--- config.mk ---
export PLATFORM = sky130hd
export DESIGN_NAME = irq_vector_ctl
export DESIGN_NICKNAME = d
export VERILOG_FILES = /design/src/rtl/irq_pkg.sv /design/src/rtl/irq_edge_sync.sv /design/src/rtl/irq_pend.sv /design/src/rtl/irq_prio.sv /design/src/rtl/irq_vector_ctl.sv
export SDC_FILE = /design/constraint.sdc
export NUM_CORES = 1
export LEC_CHECK = 0
export BUFFER_PORTS_ARGS = -buffer_cell sky130_fd_sc_hd__buf_2
export CORE_UTILIZATION = 30
export CTS_CLUSTER_DIAMETER = 40
export DETAILED_ROUTE_END_ITERATION = 16
export GPL_ROUTABILITY_DRIVEN = 0
export PLACE_DENSITY = 0.66
export SYNTH_ARGS = -nofsm -noshare
export SYNTH_HDL_FRONTEND = slang
export SYNTH_SLANG_ARGS = --single-unit
--- constraint.sdc ---
create_clock -name clk -period 2.7 [get_ports clk]
set_clock_uncertainty 0.15 [all_clocks]
set_input_delay 0.54 -clock clk [delete_from_list [all_inputs] [get_ports clk]]
set_output_delay 0.54 -clock clk [all_outputs]
set_load 0.02 [all_outputs]
--- src/rtl/irq_pkg.sv ---
package irq_pkg;
  localparam int BASE_ALIGN = 9;

  // Fixed table displacement of a source, by source id.
  function automatic logic [BASE_ALIGN-1:0] src_disp(input int idx, input int n_cdma);
    if (idx == 0)            return 9'h001;
    else if (idx == 1)       return 9'h002;
    else if (idx < 6)        return 9'(idx + 1);
    else if (idx < 6 + n_cdma) return 9'(13 + idx - 6);
    else                     return 9'h02B;
  endfunction
endpackage

--- src/rtl/irq_edge_sync.sv ---
module irq_edge_sync #(
  parameter int W = 5
) (
  input  logic         clk,
  input  logic         rst,
  input  logic [W-1:0] pin_i,
  output logic [W-1:0] rise_o
);
  logic [W-1:0] s1_q, s2_q, s3_q;

  always_ff @(posedge clk) begin
    if (rst) begin
      s1_q <= '0;
      s2_q <= '0;
      s3_q <= '0;
    end else begin
      s1_q <= pin_i;
      s2_q <= s1_q;
      s3_q <= s2_q;
    end
  end

  assign rise_o = s2_q & ~s3_q;


  rise_single_chk: assert property (@(posedge clk) disable iff (rst)
    (rise_o & $past(rise_o)) == '0);
endmodule

--- src/rtl/irq_pend.sv ---
module irq_pend #(
  parameter int N = 8
) (
  input  logic         clk,
  input  logic         rst,
  input  logic [N-1:0] set_i,
  input  logic [N-1:0] clr_i,
  output logic [N-1:0] pend_o
);
  logic [N-1:0] pend_q;

  always_ff @(posedge clk) begin
    if (rst) pend_q <= '0;
    else     pend_q <= (pend_q & ~clr_i) | set_i;
  end

  assign pend_o = pend_q;

  for (genvar i = 0; i < N; i++) begin : g_chk

    pend_sticky_chk: assert property (@(posedge clk) disable iff (rst)
      $past(pend_q[i]) && !$past(clr_i[i]) |-> pend_q[i]);
  end
endmodule

--- src/rtl/irq_prio.sv ---
module irq_prio #(
  parameter int N    = 8,
  parameter int ID_W = $clog2(N)
) (
  input  logic [N-1:0]    req_i,
  output logic            valid_o,
  output logic [ID_W-1:0] idx_o
);
  always_comb begin
    valid_o = 1'b0;
    idx_o   = '0;
    for (int i = N - 1; i >= 0; i--) begin
      if (req_i[i]) begin
        valid_o = 1'b1;
        idx_o   = ID_W'(i);
      end
    end
  end


  always_comb begin
    if (valid_o) prio_hit_chk: assert (req_i[idx_o]);
    else         prio_none_chk: assert (req_i == '0);
  end
endmodule

--- src/rtl/irq_vector_ctl.sv ---
module irq_vector_ctl #(
  parameter int N_CDMA = 30,
  parameter int ADDR_W = 32,
  localparam int NSRC  = N_CDMA + 7,
  localparam int ID_W  = $clog2(NSRC)
) (
  input  logic              clk,
  input  logic              rst,
  input  logic              nmi_pin_i,
  input  logic [3:0]        ext_pin_i,
  input  logic [1:0]        tmr_req_i,
  input  logic [N_CDMA-1:0] cdma_req_i,
  input  logic [NSRC-1:0]   src_en_i,
  input  logic              gie_wr_i,
  input  logic              gie_wd_i,
  input  logic [ADDR_W-1:0] tbl_base_i,
  input  logic              ack_i,
  output logic              take_o,
  output logic [ID_W-1:0]   src_id_o,
  output logic [ADDR_W-1:0] vec_addr_o,
  output logic              gie_o
);
  import irq_pkg::*;

  localparam int TMR1_ID = NSRC - 1;
  localparam int CDMA_LO = 6;

  logic [4:0]        rise;
  logic [NSRC-1:0]   set_v, clr_v, pend, en_mask, elig;
  logic              win_valid, grant;
  logic [ID_W-1:0]   win_id;
  logic [ADDR_W-1:0] base_al;

  logic              busy_q, take_q, gie_q;
  logic [ID_W-1:0]   id_q;
  logic [ADDR_W-1:0] vec_q;

  irq_edge_sync #(.W(5)) u_sync (
    .clk(clk), .rst(rst),
    .pin_i({ext_pin_i, nmi_pin_i}),
    .rise_o(rise)
  );

  always_comb begin
    set_v                         = '0;
    set_v[0]                      = rise[0];
    set_v[1]                      = tmr_req_i[0];
    set_v[5:2]                    = rise[4:1];
    set_v[CDMA_LO +: N_CDMA]      = cdma_req_i;
    set_v[TMR1_ID]                = tmr_req_i[1];
  end

  always_comb begin
    for (int i = 0; i < NSRC; i++)
      clr_v[i] = busy_q & ack_i & (id_q == ID_W'(i));
  end

  irq_pend #(.N(NSRC)) u_pend (
    .clk(clk), .rst(rst),
    .set_i(set_v), .clr_i(clr_v),
    .pend_o(pend)
  );

  assign en_mask = (src_en_i & {NSRC{gie_q}}) | NSRC'(1);
  assign elig    = pend & en_mask;

  irq_prio #(.N(NSRC), .ID_W(ID_W)) u_prio (
    .req_i(elig), .valid_o(win_valid), .idx_o(win_id)
  );

  assign grant   = win_valid & ~busy_q;
  assign base_al = tbl_base_i & ~ADDR_W'(9'h1FF);

  always_ff @(posedge clk) begin
    if (rst) begin
      busy_q <= 1'b0;
      take_q <= 1'b0;
      gie_q  <= 1'b0;
      id_q   <= '0;
      vec_q  <= '0;
    end else begin
      take_q <= grant;
      if (grant) begin
        busy_q <= 1'b1;
        id_q   <= win_id;
        vec_q  <= base_al | ADDR_W'(src_disp(int'(win_id), N_CDMA));
      end else if (ack_i) begin
        busy_q <= 1'b0;
      end
      if (grant)         gie_q <= 1'b0;
      else if (gie_wr_i) gie_q <= gie_wd_i;
    end
  end

  assign take_o     = take_q;
  assign src_id_o   = id_q;
  assign vec_addr_o = vec_q;
  assign gie_o      = gie_q;


  take_pulse_chk: assert property (@(posedge clk) disable iff (rst)
    take_o |=> !take_o);

  take_gie_clr_chk: assert property (@(posedge clk) disable iff (rst)
    take_o |-> !gie_o);

  mask_gie_chk: assert property (@(posedge clk) disable iff (rst)
    take_o && (src_id_o != '0) |-> $past(gie_q));

  one_per_ack_chk: assert property (@(posedge clk) disable iff (rst)
    busy_q && !ack_i |=> !take_o);

  vec_base_chk: assert property (@(posedge clk) disable iff (rst)
    take_o |-> vec_addr_o[ADDR_W-1:9] == $past(tbl_base_i[ADDR_W-1:9]));
endmodule

# Yosys cells after proc, flatten, opt, wreduce, memory -nomap -nowiden
# Cells that the tools add are included.
# totals
register_bits,93
inputBits,111
output_inout_bits,40
wordCells,185
# op_classes
bitwise,48
add_sub_neg,3
reduce_logical,4
n_lt_le_gt_ge,2
eq_ne,37
muxes,82
# op_table
operator,n
2-to-1 mux 6 bit,37
bitwise AND 37 bit,3
equality test 6 x 5 -> 1 bit (second input constant),16
2-to-1 mux 9 bit,6
equality test 6 x 4 -> 1 bit (second input constant),8
bitwise AND 1 bit,39
2-to-1 mux 1 bit,39
NOT 37 bit,1
bitwise OR 37 bit,1
bitwise OR 32 x 9 -> 32 bit,1
equality test 6 bit (second input constant),5
equality test 6 x 3 -> 1 bit (second input constant),4
equality test 6 x 2 -> 1 bit (second input constant),3
logical NOT 6 bit,2
subtractor 7 x 3 -> 8 bit (second input constant),1
adder 4 x 6 -> 7 bit (first input constant),1
adder 6 x 1 -> 7 bit (second input constant),1
equality test 6 x 1 -> 1 bit (second input constant),1
less-than comparator 6 x 3 -> 1 bit (second input constant),1
less-than comparator 6 bit (second input constant),1
bitwise AND 5 bit,1
NOT 5 bit,1
nonzero test 2 bit,1
OR reduction 2 bit,1
NOT 1 bit,1

# Logic depth before layout (Yosys ltp)
# Gate-level depths: netlist of the first run.
# depth
ltp_word,48
mapped_depth,14
depth_no_buf,13

# Cells and area by module
# From an unflattened synthesis of the first run, not the netlist that was laid out.
# hier_totals
hier_cells,507
area_unflattened_um2,4426.7
# by_module_without_submodules
module,n_inst,seq_area_each_um2,area_per_inst_um2,cells_each
irq_vector_ctl,1,780.7,2008.2,242
irq_pend,1,740.7,1480.2,152
irq_prio,1,0.0,474.2,77
irq_edge_sync,1,300.3,464.2,36

# Least setup slack after synthesis of the first run
# Ideal clock, no wire load.
# synth_timing
path_type,reg2reg
startpoint,register gie_q (netlist: gie_o)
endpoint,register vec_q[1] (netlist: vec_addr_o[1])
setup_time_ps,117
arrival_time_ps,2558
setup_slack_ps,-125
required_ps,2433
synth_period_minus_slack_ps,2825
n_path_buf,1
stages_incl_launch_ff,12
path_cell_list,dfxtp_1 inv_1 buf_2 a21o_1 a311oi_1 o22ai_1 o22ai_1 nand2_1 ha_1 mux2i_1 o31a_2 a32o_1
# synth_via
elab_chain_cells,47
elab_cells_between_ends,91
classes_between,3 x add/sub; 2 x order compare; 1 x eq/ne; 80 x mux; 4 x bitwise; 1 x reduce/logical
# synth_rtl
item,line,text
"start, declared",irq_vector_ctl.sv:34,"logic busy_q, take_q, gie_q;"
"start signal, assigned",irq_vector_ctl.sv:91,else if (gie_wr_i) gie_q <= gie_wd_i;
bitwise AND 37 bit *,irq_vector_ctl.sv:64,assign en_mask = (src_en_i & {NSRC{gie_q}}) | NSRC'(1);
bitwise AND 37 bit *,irq_vector_ctl.sv:65,assign elig = pend & en_mask;
2-to-1 mux 6 bit (36 in a row),irq_prio.sv:13,if (req_i[i]) begin
adder 4 x 6 -> 7 bit / 2-to-1 mux 6 bit (equally long branches),"irq_pkg.sv:9, irq_prio.sv:13",
subtractor 7 x 3 -> 8 bit / less-than comparator 6 bit (equally long branches),irq_pkg.sv:9,else if (idx < 6 + n_cdma) return 9'(13 + idx - 6);
2-to-1 mux 9 bit,irq_pkg.sv:9,
2-to-1 mux 9 bit,irq_pkg.sv:8,else if (idx < 6) return 9'(idx + 1);
2-to-1 mux 9 bit,irq_pkg.sv:7,else if (idx == 1) return 9'h002;
2-to-1 mux 9 bit,irq_pkg.sv:6,if (idx == 0) return 9'h001;
2-to-1 mux 9 bit,irq_vector_ctl.sv:83,if (grant) begin
2-to-1 mux 9 bit,irq_vector_ctl.sv:75,if (rst) begin
bitwise OR 32 x 9 -> 32 bit,irq_vector_ctl.sv:86,"vec_q <= base_al | ADDR_W'(src_disp(int'(win_id), N_CDMA));"
"end signal, assigned",irq_vector_ctl.sv:86,
"end, declared",irq_vector_ctl.sv:36,logic [ADDR_W-1:0] vec_q;
# Mark *: on every way between the ends. The rest lies on a longest branch, timed or not. The select of a mux whose other input is x is not followed.
# A chain may end at the register's enable or synchronous reset.

# Worst setup path after layout of the first run
# layout_timing
startpoint,register u_pend.pend_q[25] (netlist: u_pend.pend_o[25])
endpoint,register vec_q[1] (netlist: vec_addr_o[1])
# layout_via
elab_chain_cells,36
elab_cells_between_ends,68
classes_between,3 x add/sub; 2 x order compare; 1 x eq/ne; 58 x mux; 3 x bitwise; 1 x reduce/logical
# layout_rtl
item,line,text
"start, declared",irq_pend.sv:10,logic [N-1:0] pend_q;
"start signal, assigned",irq_pend.sv:14,else pend_q <= (pend_q & ~clr_i) | set_i;
bitwise AND 37 bit *,irq_vector_ctl.sv:65,
2-to-1 mux 6 bit (26 in a row),irq_prio.sv:13,
adder 4 x 6 -> 7 bit,irq_pkg.sv:9,
subtractor 7 x 3 -> 8 bit,irq_pkg.sv:9,
2-to-1 mux 9 bit,irq_pkg.sv:9,
2-to-1 mux 9 bit,irq_pkg.sv:8,
2-to-1 mux 9 bit,irq_pkg.sv:7,
2-to-1 mux 9 bit,irq_pkg.sv:6,
2-to-1 mux 9 bit,irq_vector_ctl.sv:83,
2-to-1 mux 9 bit,irq_vector_ctl.sv:75,
bitwise OR 32 x 9 -> 32 bit,irq_vector_ctl.sv:86,
# Marks and branches as above.

==> impl_table.tex, run 1 <==
\begin{tabular}{lr}
\hline
Metric & Value \\
\hline
\multicolumn{2}{l}{\textbf{Power}} \\
Total power after layout & 3.95 mW \\
Power per cell area & 673 nW/um2 \\
IR Drop Worst-Case VDD & 0.349 mV \\
Leakage Power & 2.66 nW \\
\multicolumn{2}{l}{\textbf{Layout}} \\
Fraction of layout instances using a drive strength above 1 & 34.2\% \\
Fin area & 5870 um2 \\
Diode count & 0 \\
Post-synthesis to final-layout area growth & 41.4\% \\
Total number of nets in the final design & 831 \\
Core utilization of the finished layout & 43.9\% \\
Layout Cells excl Fill & 898 \\
\multicolumn{2}{l}{\textbf{Critical path}} \\
Cell at the slowest stage of the critical path & ha\_2 \\
Data required time at the worst endpoint & 2790 ps \\
Cells along the critical path & a22o\_1 -> a211oi\_2 -> o211ai\_1 -> a21oi\_2 -> o211ai\_1 -> ha\_2 -> mux2i\_1 -> o31a\_2 -> a32o\_1 \\
Highest fanout seen on the critical path & 3 \\
Delay of the slowest cell on the worst path & 380 ps \\
Buffer and inverter count on the worst path & 0 \\
Startpoint type of the worst setup path & flip-flop \\
Worst Path Class, Setup & reg2reg \\
Data arrival time at the worst-slack endpoint & 2720 ps \\
Crit path max-delay family & compound AO/OA/AOI/OAI gates \\
Most common cell on crit path & o211ai\_1 \\
CP endpoint kind & flip-flop \\
\multicolumn{2}{l}{\textbf{Yosys}} \\
Main flop type after synthesis & dfxtp\_1 \\
EDFF count, synth & 0 \\
Mean Syn Cell Area & 7.95 um2 \\
Synthesis-stage register bit count & 91 \\
Ranking of synthesized cells by instance count & nand2\_1, dfxtp\_1, a21oi\_1 \\
Portion of the post-synthesis area used by sequential elements & 43.9\% \\
Area of the mapped netlist & 4150 um2 \\
Distinct cell type count after synthesis & 58 \\
Post-synthesis instance total & 522 \\
Proportion of register bits with asynchronous set or reset after synthesis & 0\% \\
Most frequently used cell type in the post-synthesis netlist & nand2\_1 \\
Top cell type's share of synthesized area & 43.9\% \\
Synth warn & 0 \\
Cell type with the highest aggregate area in the netlist & dfxtp\_1 \\
Most area-consuming cells after synthesis & dfxtp\_1, a21oi\_1, nand2\_1 \\
\multicolumn{2}{l}{\textbf{GRT}} \\
Number of global-route vias before repair & 4031 \\
Antenna violations before repair & 0 \\
Global-route total usage across every layer & 18.0\% \\
First-pass GRT wire length & 19900 um \\
Total grt overflow & 0 \\
Largest net degree at the start of global routing & 34 \\
\multicolumn{2}{l}{\textbf{STA}} \\
Minimum clock period after layout & 2620 ps \\
Final hold violation count & 0 \\
Setup violations, final & 0 \\
Count of pins over their slew limit & 0 \\
Highest clock frequency the design can meet & 0.381 GHz \\
Final Worst Setup Slack & 76.3 ps \\
Final clock period utilization by the worst path & 97.2\% \\
\multicolumn{2}{l}{\textbf{Routing}} \\
Iteration count of the initial detailed-routing pass & 5 \\
Antenna-violating nets left & 0 \\
Initial detailed-routing violation count & 283 \\
\# DRC & 0 \\
Routed WL & 12700 um \\
Average detailed-routed wire length per instance & 14.2 um \\
Total via count after detailed routing & 4413 \\
Vias per cell & 4.91 \\
\multicolumn{2}{l}{\textbf{Placed design}} \\
Cells after DPL & 879 \\
Setup WS pre-CTS & -349 ps \\
Buffers on Ports & 138 \\
Detailed placement HPWL & 9610 um \\
Standard cell area after detailed placement & 5450 um2 \\
\multicolumn{2}{l}{\textbf{Hold path}} \\
Class of the most critical hold timing path & in2reg \\
\multicolumn{2}{l}{\textbf{Run}} \\
Total of max-cap violations & 0 \\
\multicolumn{2}{l}{\textbf{Clocking}} \\
Cell chosen for the clock root & clkbuf\_16 \\
\# hold bufs at CTS & 0 \\
Htree depth & 3 \\
CTS Buf Count & 9 \\
TritonCTS clock tree & built \\
Bufs on Longest Clock Path & 2 \\
Clock transition at the register clock pins on the worst setup and hold paths after CTS & 70 ps \\
Sink Count & 91 \\
Clk Latency, worst-skew pair & 350 ps \\
\multicolumn{2}{l}{\textbf{Floorplan}} \\
Floorplan die height & 120 um \\
Initial Utilization & 31.1\% \\
Count of standard-cell rows & 42 \\
Number of top-level pins & 151 \\
Full die area & 14300 um2 \\
Width of the chip & 120 um \\
Core footprint & 13300 um2 \\
\multicolumn{2}{l}{\textbf{Outcome}} \\
Run status & completed \\
\hline
\end{tabular}
[timing repair]
| action | 4_1_cts | 5_1_grt |
|---|---|---|
| gates resized for setup | 2 | 17 |
| pin swaps | 0 | 8 |
| endpoints found under the hold margin | 0 | 0 |
| buffers inserted | 0 | 3 |
| setup endpoints to repair | 2 | 17 |
[metrics by stage]
stage	TNS [ps]	hold slack [ps]
after global placement	-1330	270
final	0	242
after global routing	-52.8	240
after CTS	0	232
after floorplan	0	264
after detailed placement	-1570	270
[where the power goes]
part	internal (mW)	switching (mW)	total, mW
registers	1.47	0.0820	1.55
logic	0.466	0.610	1.08
clock network	0.758	0.563	1.32
total	2.69	1.25	3.95
[final cells by class]
| type | instances | area, um2 |
|---|---|---|
| Multi-Input combinational cell | 375 | 2170 |
| Tap cell | 176 | 220 |
| Sequential cell | 91 | 1820 |
| Clock buffer | 11 | 243 |
| Fill cell | 1386 | 7480 |
| Inverter | 36 | 139 |
| Timing Repair Buffer | 204 | 1200 |
| Clock inverter | 5 | 67.6 |
[worst reg2reg max path: stages, from the launching register on]
cell and delay (ps):
dfxtp_1 330, a22o_1 260, a211oi_2 250, o211ai_1 170
a21oi_2 220, o211ai_1 160, ha_2 380, mux2i_1 70
o31a_2 280, a32o_1 250
[cell families after synthesis]
kind of cell             after synthesis  synth area share [%]
AND/OR/NAND/NOR                      182                  20.2
adder cells (fa/ha/maj)                3                 0.905
buffers and inverters                 57                  5.76
AO/OA/AOI/OAI                        184                  28.2
multiplexers                           3                 0.724
XOR/XNOR                               1                 0.211
other                                  1                0.0904
flip-flops                            91                  43.9
[state kept, by name, indices dropped and copies added, names as in the netlist]
signal         flops
take_o             1
u_pend.pend_o     37
busy_q             1
src_id_o           6
vec_addr_o        30
gie_o              1
u_sync.s3_q        5
u_sync.s2_q        5
u_sync.s1_q        5
[routing by layer]
| layer | wire [um] | GRT usage (%) |
|---|---|---|
| met5 | 0 | 0 |
| met4 | 195 | 5.94 |
| met3 | 876 | 5.51 |
| met2 | 5730 | 28.0 |
| met1 | 5920 | 23.8 |
[cells in the final DEF, fill, tap and decap left out, types with 3 or more instances in the layout]
| cell | n |
|---|---|
| buf_2 | 138 |
| mux2i_1 | 3 |
| nand2b_1 | 10 |
| nor3_1 | 4 |
| inv_1 | 34 |
| nor2b_1 | 17 |
| dfxtp_1 | 90 |
| a22oi_2 | 3 |
| nor2_1 | 25 |
| buf_4 | 64 |
| a31oi_1 | 3 |
| a21oi_1 | 76 |
| clkbuf_16 | 9 |
| o21ai_0 | 37 |
| a22oi_1 | 10 |
| o211ai_1 | 7 |
| and2_1 | 4 |
| a22o_1 | 11 |
| a32o_1 | 4 |
| nand3_1 | 11 |
| o31ai_1 | 3 |
| nand4_1 | 4 |
| nand2_1 | 92 |
[worst paths after layout]
| path | slack, ps | startpoint | cells after the start | endpoint |
|---|---|---|---|---|
| setup / recovery | 80 | u_pend.pend_o[25] | 9 | vec_addr_o[1] |
| hold / removal | 240 | ext_pin_i[1] | 2 | u_sync.s1_q[2] |
| setup reg to reg | 80 | u_pend.pend_o[25] | 9 | vec_addr_o[1] |
| hold reg to reg | 280 | u_sync.s1_q[0] | 1 | u_sync.s2_q[0] |
Power figures use the tool's default switching activity.
==> inputs of run 2 (changes only) <==
--- a/config.mk
+++ b/config.mk
@@ -5,12 +5,12 @@
 export SDC_FILE = /design/constraint.sdc
 export NUM_CORES = 1
 export LEC_CHECK = 0
-export BUFFER_PORTS_ARGS = -buffer_cell sky130_fd_sc_hd__buf_2
 export CORE_UTILIZATION = 30
 export CTS_CLUSTER_DIAMETER = 40
 export DETAILED_ROUTE_END_ITERATION = 16
+export DONT_BUFFER_PORTS = 1
 export GPL_ROUTABILITY_DRIVEN = 0
-export PLACE_DENSITY = 0.66
+export PLACE_DENSITY = 0.56
 export SYNTH_ARGS = -nofsm -noshare
 export SYNTH_HDL_FRONTEND = slang
 export SYNTH_SLANG_ARGS = --single-unit
==> constraint.sdc (replaced) <==
create_clock -name clk -period 2.7 [get_ports clk]
set_clock_uncertainty 0.15 [all_clocks]
set_input_delay 0.27 -clock clk [delete_from_list [all_inputs] [get_ports clk]]
set_output_delay 0.27 -clock clk [all_outputs]
set_load 0.02 [all_outputs]
==> impl_table.tex, run 2 (same netlist as run 1, synthesis figures left out) <==
\begin{tabular}{lr}
\hline
Metric & Value \\
\hline
\multicolumn{2}{l}{\textbf{Power}} \\
Power per cell area & 669 nW/um2 \\
Power dissipated by switching net loads & 1.24 mW \\
IR Drop Worst-Case VDD & 0.400 mV \\
Switching Share & 32.1\% \\
Leakage Power & 2.28 nW \\
Proportion of power drawn by the clock network & 32.8\% \\
Cell-internal power & 2.62 mW \\
Share of total power in combinational logic & 23.7\% \\
Total power after layout & 3.86 mW \\
Flop pwr share & 43.5\% \\
\multicolumn{2}{l}{\textbf{Routing}} \\
Initial detailed-routing violation count & 308 \\
Antenna-violating nets left & 0 \\
Routed WL & 14200 um \\
\# DRC & 0 \\
Average detailed-routed wire length per instance & 17.6 um \\
Total via count after detailed routing & 4311 \\
Iteration count of the initial detailed-routing pass & 5 \\
Vias per cell & 5.36 \\
\multicolumn{2}{l}{\textbf{Outcome}} \\
Violations in the final reports & negative setup slack \\
Run status & finished with violations \\
\multicolumn{2}{l}{\textbf{Clocking}} \\
Htree depth & 3 \\
Clk Latency, worst-skew pair & 340 ps \\
Cell chosen for the clock root & clkbuf\_16 \\
Bufs on Longest Clock Path & 2 \\
Clock transition at the register clock pins on the worst setup and hold paths after CTS & 70 ps \\
TritonCTS clock tree & built \\
CTS Buf Count & 9 \\
Sink Count & 91 \\
\multicolumn{2}{l}{\textbf{Floorplan}} \\
Full die area & 14300 um2 \\
Initial Utilization & 31.1\% \\
Floorplan die height & 120 um \\
Number of top-level pins & 151 \\
Count of standard-cell rows & 42 \\
Core footprint & 13300 um2 \\
Width of the chip & 120 um \\
\multicolumn{2}{l}{\textbf{Run}} \\
Total of max-cap violations & 0 \\
\multicolumn{2}{l}{\textbf{Layout}} \\
Most common cell after layout, fill and taps aside & nand2\_1 \\
Filler cells & 1318 \\
Fin area & 5780 um2 \\
Multi-input combinational cell area & 2260 um2 \\
Fraction of layout instances using a drive strength above 1 & 15.4\% \\
Post-synthesis to final-layout area growth & 39.2\% \\
Top library cells by usage in the layout, fill and taps aside & nand2\_1, dfxtp\_1, a21oi\_1, dlygate4sd3\_1, buf\_4 \\
Total number of nets in the final design & 738 \\
Diode count & 0 \\
Core utilization of the finished layout & 43.3\% \\
Number of flip-flops in the largest register & 37 \\
FF+latch area & 1830 um2 \\
Layout Cells excl Fill & 804 \\
\multicolumn{2}{l}{\textbf{Critical path}} \\
Highest fanout seen on the critical path & 3 \\
Worst Reg2Reg Path Length in Cells & 10 \\
Endpoint of the lowest-slack register-to-register path & vec\_addr\_o[1] \\
Data arrival time at the worst-slack endpoint & 2800 ps \\
Reg-to-reg startpoint & u\_pend.pend\_o[25] \\
Worst Path Class, Setup & reg2reg \\
Data required time at the worst endpoint & 2790 ps \\
CP endpoint kind & flip-flop \\
Startpoint type of the worst setup path & flip-flop \\
Flop2flop setup slack & -20 ps \\
\multicolumn{2}{l}{\textbf{GRT}} \\
Peak-usage layer in the global routing report & met2 \\
Met1 Usage GRT & 22.6\% \\
Global-route total usage across every layer & 19.1\% \\
Met2 Resource Use GR & 32.5\% \\
Largest net degree at the start of global routing & 65 \\
Number of global-route vias before repair & 4099 \\
Antenna violations before repair & 0 \\
Total grt overflow & 0 \\
First-pass GRT wire length & 21100 um \\
Grt met3 use & 6.23\% \\
\multicolumn{2}{l}{\textbf{Hold path}} \\
Endpoint, Worst Hold & vec\_addr\_o[6] \\
Cells on Worst Hold Path & 2 \\
Startpoint of the lowest-slack hold path & rst \\
Class of the most critical hold timing path & in2reg \\
\multicolumn{2}{l}{\textbf{STA}} \\
Final clock period utilization by the worst path & 101\% \\
Slew Limit Headroom & 61.1\% \\
Count of pins over their slew limit & 0 \\
Transition time of the tightest slew-check pin & 582 ps \\
Highest clock frequency the design can meet & 0.368 GHz \\
Final Worst Setup Slack & -15.1 ps \\
Final hold violation count & 0 \\
Setup violations, final & 1 \\
RSZ-0062 raised after global routing & yes \\
Minimum clock period after layout & 2720 ps \\
\multicolumn{2}{l}{\textbf{Placed design}} \\
Cells after DPL & 706 \\
Setup WS pre-CTS & -167 ps \\
Detailed placement HPWL & 9400 um \\
Buffers on Ports & 0 \\
Standard cell area after detailed placement & 4480 um2 \\
\hline
\end{tabular}
## run 2: worst max path at each step
stage,startpoint,endpoint,slack [ps],depth (start not counted)
floorplan,gie_o,vec_addr_o[1],10,11
global placement,gie_o,vec_addr_o[2],-70,12
detailed placement,gie_o,vec_addr_o[2],-170,9
CTS,u_pend.pend_o[13],vec_addr_o[1],-8,9
global route,u_pend.pend_o[25],vec_addr_o[1],-140,10
finish,u_pend.pend_o[25],vec_addr_o[1],-20,10
## run 2: power groups by stage
stage               Combinational [mW]  Sequential [mW]  Clock (mW)
finish                           0.916             1.68        1.27
global route                     0.998             1.69        1.35
CTS                              0.803             1.67        1.30
detailed placement               0.686             1.70           0
global placement                 0.663             1.69           0
floorplan                        0.499             1.66           0
## run 2: per-layer routing
layer	vias up	routed length [um]
li1	2027	-
met1	2042	5780
met2	224	6830
met3	18	1360
met4	0	210
met5	-	0
## run 2: critical path: stages (launching register included)
cell and delay [ps]:
dfxtp_1 330, a22o_1 280, a211oi_2 250, o211ai_1 150, a21oi_2 220, o211ai_1 190, buf_4 190, ha_4 260
mux2i_1 60, o31a_2 280, a32o_1 250
## run 2: area by class of cell
cell class	count	area share (%)
multi-input cells	376	39.2
flip-flops and latches	91	31.7
clock inverters	4	0.888
repair buffers	110	17.9
well taps	176	3.81
clock buffers	11	4.20
inverters	36	2.40
## run 2: timing repair
| item | in CTS | in global routing |
|---|---|---|
| endpoints found under the setup margin | 12 | 27 |
| pin swaps | 2 | 12 |
| setup buffers | 1 | 10 |
| resized for setup | 7 | 36 |
| hold buffers | 71 | 0 |
| cloned | 0 | 1 |
| hold endpoints to repair | 89 | 0 |
## run 2: metrics by stage
stage,hold slack (ps),TNS (ps)
5_1_grt,6.45,-242
3_3_place_gp,195,-142
4_1_cts,7.06,-15.8
6_report,16.7,-15.1
2_1_floorplan,237,0
3_5_place_dp,198,-865
==> inputs of run 3 (changes only) <==
--- a/config.mk
+++ b/config.mk
@@ -5,6 +5,7 @@
 export SDC_FILE = /design/constraint.sdc
 export NUM_CORES = 1
 export LEC_CHECK = 0
+export CORE_ASPECT_RATIO = 0.75
 export CORE_UTILIZATION = 30
 export CTS_CLUSTER_DIAMETER = 40
 export DETAILED_ROUTE_END_ITERATION = 16
@@ -13,4 +14,5 @@
 export PLACE_DENSITY = 0.56
 export SYNTH_ARGS = -nofsm -noshare
 export SYNTH_HDL_FRONTEND = slang
+export SYNTH_HIERARCHICAL = 1
 export SYNTH_SLANG_ARGS = --single-unit
==> impl_table.tex, run 3 <==
\begin{tabular}{lr}
\hline
Metric & Value \\
\hline
\multicolumn{2}{l}{\textbf{Placed design}} \\
Detailed placement HPWL & 9350 um \\
Cells after DPL & 734 \\
Setup WS pre-CTS & -389 ps \\
Buffers on Ports & 0 \\
\multicolumn{2}{l}{\textbf{Routing}} \\
Average detailed-routed wire length per instance & 17.2 um \\
\# DRC & 0 \\
Antenna-violating nets left & 0 \\
Vias per cell & 4.91 \\
Routed WL & 14400 um \\
Iteration count of the initial detailed-routing pass & 5 \\
Total via count after detailed routing & 4102 \\
Initial detailed-routing violation count & 241 \\
\multicolumn{2}{l}{\textbf{Critical path}} \\
Reg-to-reg startpoint & gie\_o \\
Worst Reg2Reg Path Length in Cells & 11 \\
Flop2flop setup slack & -320 ps \\
Delay of the slowest cell on the worst path & 440 ps \\
Startpoint type of the worst setup path & flip-flop \\
Cells along the critical path & buf\_12 -> buf\_12 -> and3\_4 -> nor4\_4 -> and2\_4 -> nand3\_4 -> a2111oi\_4 -> nor4\_4 -> a2111oi\_4 -> nor4\_2 -> a22o\_1 \\
Cell at the slowest stage of the critical path & a2111oi\_4 \\
Worst Path Class, Setup & reg2reg \\
CP endpoint kind & flip-flop \\
Data required time at the worst endpoint & 2790 ps \\
Highest fanout seen on the critical path & 16 \\
Data arrival time at the worst-slack endpoint & 3110 ps \\
Endpoint of the lowest-slack register-to-register path & vec\_addr\_o[1] \\
\multicolumn{2}{l}{\textbf{GRT}} \\
Largest net degree at the start of global routing & 54 \\
First-pass GRT wire length & 21500 um \\
Number of global-route vias before repair & 4070 \\
Antenna violations before repair & 5 \\
Total grt overflow & 0 \\
Global-route total usage across every layer & 18.8\% \\
\multicolumn{2}{l}{\textbf{Layout}} \\
Top library cells by usage in the layout, fill and taps aside & dfxtp\_1, dlygate4sd3\_1, buf\_4, inv\_1, nand2b\_1 \\
Most common cell after layout, fill and taps aside & dfxtp\_1 \\
Post-synthesis to final-layout area growth & 47.6\% \\
Number of flip-flops in the largest register & 37 \\
Layout Cells excl Fill & 835 \\
Fraction of layout instances using a drive strength above 1 & 31.3\% \\
Total number of nets in the final design & 744 \\
\multicolumn{2}{l}{\textbf{Clocking}} \\
Clk Latency, worst-skew pair & 350 ps \\
Htree depth & 3 \\
TritonCTS clock tree & built \\
Clock transition at the register clock pins on the worst setup and hold paths after CTS & 70 ps \\
Sink Count & 91 \\
Cell chosen for the clock root & clkbuf\_16 \\
Bufs on Longest Clock Path & 2 \\
CTS Buf Count & 9 \\
\multicolumn{2}{l}{\textbf{Hold path}} \\
Class of the most critical hold timing path & in2reg \\
Startpoint of the lowest-slack hold path & rst \\
Endpoint, Worst Hold & vec\_addr\_o[0] \\
Cells on Worst Hold Path & 3 \\
\multicolumn{2}{l}{\textbf{STA}} \\
Final Worst Setup Slack & -323 ps \\
Minimum clock period after layout & 3020 ps \\
Count of pins over their slew limit & 0 \\
Setup violations, final & 35 \\
Slew Limit Headroom & 56.7\% \\
Fin Hold WS & 25.1 ps \\
Transition time of the tightest slew-check pin & 648 ps \\
Highest clock frequency the design can meet & 0.331 GHz \\
RSZ-0062 raised after global routing & yes \\
Final clock period utilization by the worst path & 112\% \\
Final hold violation count & 0 \\
\multicolumn{2}{l}{\textbf{Power}} \\
Total power after layout & 4.67 mW \\
IR Drop Worst-Case VDD & 0.391 mV \\
Leakage Power & 2.72 nW \\
Power per cell area & 715 nW/um2 \\
\multicolumn{2}{l}{\textbf{Floorplan}} \\
Initial Utilization & 30.6\% \\
Core footprint & 14500 um2 \\
Count of standard-cell rows & 38 \\
Width of the chip & 142 um \\
Full die area & 15300 um2 \\
Floorplan die height & 107 um \\
Number of top-level pins & 151 \\
\multicolumn{2}{l}{\textbf{Yosys}} \\
Xor and xnor fraction of the mapped netlist area & 0.198\% \\
Portion of the post-synthesis area used by sequential elements & 41.2\% \\
Most area-consuming cells after synthesis & dfxtp\_1, nand2b\_1, a21oi\_2 \\
Synth warn & 6 \\
Simple-gate area share of the yosys netlist & 28.9\% \\
Most frequently used cell type in the post-synthesis netlist & dfxtp\_1 \\
Main combinational cell family by area after synthesis & simple AND/OR/NAND/NOR gates \\
Area of the mapped netlist & 4430 um2 \\
Main flop type after synthesis & dfxtp\_1 \\
EDFF count, synth & 0 \\
Top cell type's share of synthesized area & 41.2\% \\
Ranking of synthesized cells by instance count & dfxtp\_1, inv\_1, nor2\_1 \\
Distinct cell type count after synthesis & 53 \\
Area fraction in compound gates after synthesis & 20.0\% \\
Share of cell area taken by muxes after synthesis & 0.226\% \\
Mean Syn Cell Area & 8.73 um2 \\
Post-synthesis instance total & 507 \\
Adder-cell share of the synthesized area & 1.13\% \\
Cell type with the highest aggregate area in the netlist & dfxtp\_1 \\
Synthesis-stage register bit count & 91 \\
Proportion of register bits with asynchronous set or reset after synthesis & 0\% \\
\multicolumn{2}{l}{\textbf{Outcome}} \\
Run status & finished with violations \\
Violations in the final reports & negative setup slack \\
\multicolumn{2}{l}{\textbf{Run}} \\
Total of max-cap violations & 0 \\
\hline
\end{tabular}
run 3: logic make-up after synthesis:
family                     after synthesis
xor gates and xnor gates                 1
muxes                                    1
DFF                                     91
buffers and inverters                   73
AOI/OAI and AO/OA                      112
and+or+nand+nor                        224
adders and majority gates                4
other                                    1
run 3: area by class of cell:
cell class	count	area (um2)
diodes	3	7.51
clock inverters	3	23.8
inverters	48	180
fillers	1430	7920
multi-input cells	344	2640
well taps	200	250
repair buffers	135	1350
flip-flops and latches	91	1830
clock buffers	11	253
run 3: what timing repair did:
item / in CTS / in global routing
hold endpoints to repair: 77 / 0
setup buffers: 13 / 4
pin swaps: 19 / 13
endpoints found under the setup margin: 38 / 38
hold buffers: 64 / 0
gates cloned: 3 / 2
gates resized for setup: 72 / 36
run 3: worst max path at each step:
stage                from             to  slack (ps)  cells after the start
CTS                 gie_o  vec_addr_o[1]        -230                     10
finish              gie_o  vec_addr_o[1]        -320                     11
global placement    gie_o  vec_addr_o[1]        -340                     10
detailed placement  gie_o  vec_addr_o[1]        -390                     10
floorplan           gie_o  vec_addr_o[1]        -150                     11
global route        gie_o  vec_addr_o[1]        -430                     11
run 3: per-layer routing:
layer  wire [um]  track usage [%]
met2        6300             27.8
met5          22                0
met1        6690             25.4
met3        1120             6.34
met4         239             5.76
run 3: power breakdown:
part / total, mW / switching (mW) / internal, mW
clock: 1.20 / 0.529 / 0.667
combinational: 1.62 / 0.784 / 0.839
sequential: 1.85 / 0.315 / 1.53
run 3: critical path: cells and delay by family (launching register included):
family | cells | cell delay [ps]
simple gates | 6 | 1040
compound gates | 3 | 1060
flops | 1 | 380
buf+inv | 2 | 270
run 3: through the flow:
stage               utilization (%)  TNS [ps]  cell area [um2]
detailed placement             34.0     -8010             4920
floorplan                         -      -149             4470
global placement               34.0     -6060             4920
global route                   45.2     -6720             6530
finish                         45.2     -2920             6530
CTS                            43.8     -4020             6330
